`src/rtl/strap_pkg.sv`:
```
package strap_pkg;

  localparam int N_PINS   = 5;
  localparam int FS_BITS  = 4;
  localparam int MODE_IDX = 4;

  // Value taken by an undriven pin: bit 3 is pulled low, the others high.
  localparam logic [N_PINS-1:0] FLOAT_DEFAULT = 5'b10111;

  typedef enum logic [1:0] {
    SEQ_IDLE = 2'd0,
    SEQ_WAIT = 2'd1,
    SEQ_DONE = 2'd2
  } seq_state_t;

  typedef struct packed {
    logic               mode;
    logic [FS_BITS-1:0] fsel;
  } strap_word_t;

endpackage

```
`src/rtl/strap_win_timer.sv`:
```
module strap_win_timer
  import strap_pkg::*;
#(
  parameter int WIN_CYCLES = 28636
) (
  input  logic clk,
  input  logic rst,
  input  logic supply_good,
  output logic capture,
  output logic done
);

  localparam int CW = $clog2(WIN_CYCLES + 1);

  seq_state_t    state_q;
  logic [CW-1:0] cnt_q;

  // The capture strobe fires on the edge that ends the window.
  assign capture = (state_q == SEQ_WAIT) && supply_good && (cnt_q == CW'(WIN_CYCLES));
  assign done    = (state_q == SEQ_DONE);

  always_ff @(posedge clk) begin
    if (rst) begin
      state_q <= SEQ_IDLE;
      cnt_q   <= '0;
    end else begin
      case (state_q)
        SEQ_IDLE: begin
          if (supply_good) begin
            state_q <= SEQ_WAIT;
            cnt_q   <= CW'(1);
          end
        end
        SEQ_WAIT: begin
          if (!supply_good) begin
            state_q <= SEQ_IDLE;
            cnt_q   <= '0;
          end else if (capture) begin
            state_q <= SEQ_DONE;
          end else begin
            cnt_q <= cnt_q + CW'(1);
          end
        end
        SEQ_DONE: state_q <= SEQ_DONE;
        default:  state_q <= SEQ_IDLE;
      endcase
    end
  end

endmodule

```
`src/rtl/strap_capture.sv`:
```
module strap_capture
  import strap_pkg::*;
#(
  parameter int                NP      = N_PINS,
  parameter logic [NP-1:0]     DEF_VAL = FLOAT_DEFAULT
) (
  input  logic          clk,
  input  logic          rst,
  input  logic          capture,
  input  logic [NP-1:0] pin_lvl,
  input  logic [NP-1:0] pin_float,
  output logic [NP-1:0] straps
);

  logic [NP-1:0] resolved;

  // Undriven pins fall back to their pull value.
  for (genvar i = 0; i < NP; i++) begin : g_res
    assign resolved[i] = pin_float[i] ? DEF_VAL[i] : pin_lvl[i];
  end

  always_ff @(posedge clk) begin
    if (rst)          straps <= '0;
    else if (capture) straps <= resolved;
  end

endmodule

```
`src/rtl/strap_shared_pin.sv`:
```
module strap_shared_pin (
  input  logic clk,
  input  logic rst,
  input  logic done,
  input  logic mode,
  input  logic shared_in,
  output logic shared_oe,
  output logic cpu_stop_n
);

  assign shared_oe = done & mode;

  // Stop request passes only when the pin is configured as an input.
  always_ff @(posedge clk) begin
    if (rst)                cpu_stop_n <= 1'b1;
    else if (done && !mode) cpu_stop_n <= shared_in;
    else                    cpu_stop_n <= 1'b1;
  end

endmodule

```
`src/rtl/strap_sampler.sv`:
```
module strap_sampler
  import strap_pkg::*;
#(
  parameter int WIN_CYCLES = 28636
) (
  input  logic              clk,
  input  logic              rst,
  input  logic              supply_good,
  input  logic [N_PINS-1:0] pin_lvl,
  input  logic [N_PINS-1:0] pin_float,
  input  logic              shared_in,
  output logic [N_PINS-1:0] pin_oe,
  output logic              straps_done,
  output logic [FS_BITS-1:0] fsel,
  output logic              mode,
  output logic              shared_oe,
  output logic              cpu_stop_n
);

  logic          capture;
  logic          done;
  logic [N_PINS-1:0] straps;
  strap_word_t   word;
  logic [N_PINS-1:0] oe_q;

  strap_win_timer #(.WIN_CYCLES(WIN_CYCLES)) u_timer (
    .clk         (clk),
    .rst         (rst),
    .supply_good (supply_good),
    .capture     (capture),
    .done        (done)
  );

  strap_capture #(.NP(N_PINS), .DEF_VAL(FLOAT_DEFAULT)) u_cap (
    .clk       (clk),
    .rst       (rst),
    .capture   (capture),
    .pin_lvl   (pin_lvl),
    .pin_float (pin_float),
    .straps    (straps)
  );

  // Drivers come on at the capture edge, together with done.
  always_ff @(posedge clk) begin
    if (rst)          oe_q <= '0;
    else if (capture) oe_q <= '1;
  end

  assign word        = strap_word_t'(straps);
  assign fsel        = word.fsel;
  assign mode        = word.mode;
  assign pin_oe      = oe_q;
  assign straps_done = done;

  strap_shared_pin u_shared (
    .clk        (clk),
    .rst        (rst),
    .done       (done),
    .mode       (word.mode),
    .shared_in  (shared_in),
    .shared_oe  (shared_oe),
    .cpu_stop_n (cpu_stop_n)
  );

endmodule

```
`config.mk`:
```
export PLATFORM = sky130hd
export DESIGN_NAME = strap_sampler
export DESIGN_NICKNAME = d
export VERILOG_FILES = /design/src/rtl/strap_pkg.sv /design/src/rtl/strap_win_timer.sv /design/src/rtl/strap_capture.sv /design/src/rtl/strap_shared_pin.sv /design/src/rtl/strap_sampler.sv
export SDC_FILE = /design/constraint.sdc
export NUM_CORES = 1
export LEC_CHECK = 0
export BUFFER_PORTS_ARGS = -buffer_cell sky130_fd_sc_hd__buf_2
export CORE_AREA = 2 2 70 72
export CTS_BUF_LIST = sky130_fd_sc_hd__clkbuf_16
export DETAILED_ROUTE_END_ITERATION = 10
export DIE_AREA = 0 0 72 74
export PLACE_DENSITY = 0.53
export SYNTH_ARGS = -nofsm -noshare
export SYNTH_HDL_FRONTEND = slang
export SYNTH_SLANG_ARGS = --single-unit
```
`constraint.sdc`:
```
create_clock -name clk -period 4.3 [get_ports clk]
set_clock_uncertainty 0.1 [all_clocks]
set_input_delay 0.86 -clock clk [delete_from_list [all_inputs] [get_ports clk]]
set_output_delay 0.86 -clock clk [all_outputs]
set_load 0.02 [all_outputs]
```
==> results.sh <==
export IMPL_pwr_share_seq=0.431
export IMPL_holdBufCountCts=0
export IMPL_hold_viol_final=0
export IMPL_dieHeight_microns=74
export IMPL_syn_area_per_cell_sq_um=8.41
export IMPL_r2r_start="u_timer.state_q[0]"
export IMPL_final_max_slew_viol_count=0
export IMPL_synth_ff_type="dfxtp_1"
export IMPL_drv_cap=0
export IMPL_rr_worst_depth=3
export IMPL_wl_microns=2830
export IMPL_clock_sinks=24
export IMPL_drtAntennaViolNets=0
export IMPL_stdcell_count=225
export IMPL_arrival_ps=1380
export IMPL_diodes=0
export IMPL_max_freq_ghz=0.428
export IMPL_port_buffers=26
export IMPL_ys_ff_latch=24
export IMPL_max_slew_margin=0.506
export IMPL_intPower_w=0.000421
export IMPL_vias_per_cell=5.00
export IMPL_dp_hpwl_microns=1980
export IMPL_grt_pass1_vias=1081
export IMPL_finalCriticalPeriod_ps=2340
export IMPL_syn_to_final_growth_pct=17.9
export IMPL_rsz0062_at_grt="no"
export IMPL_hold_path_class="reg -> reg"
export IMPL_status="completed"
export IMPL_post_place_cells=221
export IMPL_syn_cell_area_sq_um=1290
export IMPL_synth_edf_count=0
export IMPL_chipWidth_microns=72
export IMPL_cts_tree="yes"
export IMPL_dr_pass1_iters=4
export IMPL_start_util=0.282
export IMPL_cts_buffers=3
export IMPL_routedWlPerCell_microns=12.6
export IMPL_cp_end_kind="primary output"
export IMPL_track_usage=0.115
export IMPL_dieArea_sq_um=5330
export IMPL_post_cts_resized=0
export IMPL_finalSetupViolations=0
export IMPL_clockBufferDepth=2
export IMPL_fin_crit_sh=0.544
export IMPL_cp_required_ps=3340
export IMPL_via_count=1125
export IMPL_r2r_end="u_timer.cnt_q[7]"
export IMPL_p_sw_w=0.000104
export IMPL_synthCells=154
export IMPL_cellPowerDensity_nw_per_um2=344
export IMPL_pin_count=27
export IMPL_routabilityCongestion=0.759
export IMPL_sw_frac_of_total=0.199
export IMPL_p_comb_frac=0.056
export IMPL_synth_cell_types=42
export IMPL_fp_row_count=25
export IMPL_setup_tns_ps=0
export IMPL_synthArstFlopShare=0
export IMPL_clock_latency_ps=260
export IMPL_min_delay_start="u_timer.cnt_q[9]"
export IMPL_cts_root_buf="clkbuf_16"
export IMPL_drt_iter0_drc=55
export IMPL_drc=0
export IMPL_clockPowerShare=0.512
export IMPL_design_core_area_sq_um=4600
export IMPL_reg2reg_slack_ps=2310
export IMPL_nets=188
export IMPL_cts_htree_levels=1
export IMPL_grt_pass1_wl_microns=4840
export IMPL_peakVddDrop_mv=0.199
export IMPL_antenna_found_initial=0
export IMPL_synth_warnings=0
export IMPL_cp_start_kind="register"
export IMPL_whs_endpoint="u_timer.cnt_q[9]"
export IMPL_p_leak_nw=0.560
export IMPL_whs_path_depth=2
export IMPL_grt_max_degree=23
export IMPL_grt_overflow_total=0
export IMPL_syn_nets=170
export IMPL_crit_fanout=6
export IMPL_post_cts_buffers=0
export IMPL_yosysSeqAreaShare=0.371
export IMPL_worstSetupPathType="reg -> out"
export IMPL_tightestPinTransition_ps=740
export IMPL_final_layout_size_suffix_gt1_frac=0.222
export IMPL_path_clk_slew_ps=70
[state kept, by name (all words and copies together), names as in the netlist]
register / flops
u_timer.cnt_q: 15
u_cap.straps: 5
u_shared.cpu_stop_n: 1
pin_oe: 1
u_timer.state_q: 2
[placed cells by master, fill, tap and decap left out, drive strengths merged, types with 3 or more instances in the layout]
cell type  synthesis  routed
nand3              6       6
a211oi             6       6
nor4               3       3
buf               10      27
xnor2              3       3
and3               4       4
a21oi             16      16
o21ai              3       3
mux2i              4       4
inv                5       5
dfxtp             24      24
clkbuf             4       3
nand4              8       8
nand2b             4       4
nand2             15      15
nor2              11      11
[layer usage]
| metal | part of all wire | wire (microns) | vias to the layer above | GRT usage |
|---|---|---|---|---|
| met3 | 0.051 | 143 | 2 | 0.0352 |
| met2 | 0.42 | 1180 | 28 | 0.189 |
| li1 | - | - | 592 | - |
| met5 | 0 | 0 | - | 0 |
| met4 | 0.0081 | 23 | 0 | 0.0314 |
| met1 | 0.52 | 1480 | 503 | 0.147 |
[synth_stat cells (all sizes together), types with 3 or more instances]
library cell | count | share of area
dfxtp | 24 | 0.37
a21oi | 16 | 0.065
nand2 | 15 | 0.043
nor2 | 11 | 0.032
buf | 10 | 0.053
nand4 | 8 | 0.050
a211oi | 6 | 0.035
nand3 | 6 | 0.023
inv | 5 | 0.014
and3 | 4 | 0.019
clkbuf | 4 | 0.013
mux2i | 4 | 0.031
nand2b | 4 | 0.019
nor4 | 3 | 0.014
o21ai | 3 | 0.012
xnor2 | 3 | 0.020
[critical path: stages (launching register included)]
cell and delay (ps):
dfxtp_1 410, inv_1 110, nor2_1 280, and2_1 170
buf_2 150
[power by group through the flow]
stage	Sequential (W)	Combinational, W	Clock [W]
2_1_floorplan	0.000230	0.0000210	0
3_3_place_gp	0.000232	0.0000296	0
3_5_place_dp	0.000232	0.0000298	0
4_1_cts	0.000226	0.0000300	0.000276
5_1_grt	0.000227	0.0000331	0.000287
6_report	0.000227	0.0000296	0.000269
[area by class of cell]
cell class | count | area (sq um)
tap | 54 | 67.6
sequential | 24 | 480
multi-input combinational | 111 | 717
clock buffer | 3 | 75.1
timing repair buffer | 27 | 138
inverter | 5 | 18.8
fill | 465 | 3070
clock inverter | 1 | 30.0
[kinds of logic after synthesis]
group           Yosys count  synth area share
simple gates             62             0.266
compound gates           39             0.206
flops                    24             0.371
buf+inv                  19            0.0802
xor+xnor                  4            0.0271
mux                       4            0.0309
fa+ha+maj                 2            0.0193
[worst max path at each step]
stage | to | from
floorplan | u_timer.cnt_q[14] | supply_good
global placement | u_timer.cnt_q[7] | supply_good
detailed placement | u_timer.cnt_q[7] | supply_good
CTS | shared_oe | u_timer.state_q[1]
global route | shared_oe | u_timer.state_q[1]
finish | shared_oe | u_timer.state_q[1]
[stage by stage]
step	total power [W]	cell area (sq um)	hold WS, ps	setup slack [ps]	util
CTS	0.000532	1530	386	1920	0.332
finish	0.000525	1530	389	1960	0.332
detailed placement	0.000261	1420	377	1800	0.309
floorplan	0.000251	1290	351	2200	-
global route	0.000547	1530	427	1830	0.332
global placement	0.000261	1420	378	1820	0.309
No activity file was read; power rests on OpenSTA's default activity.
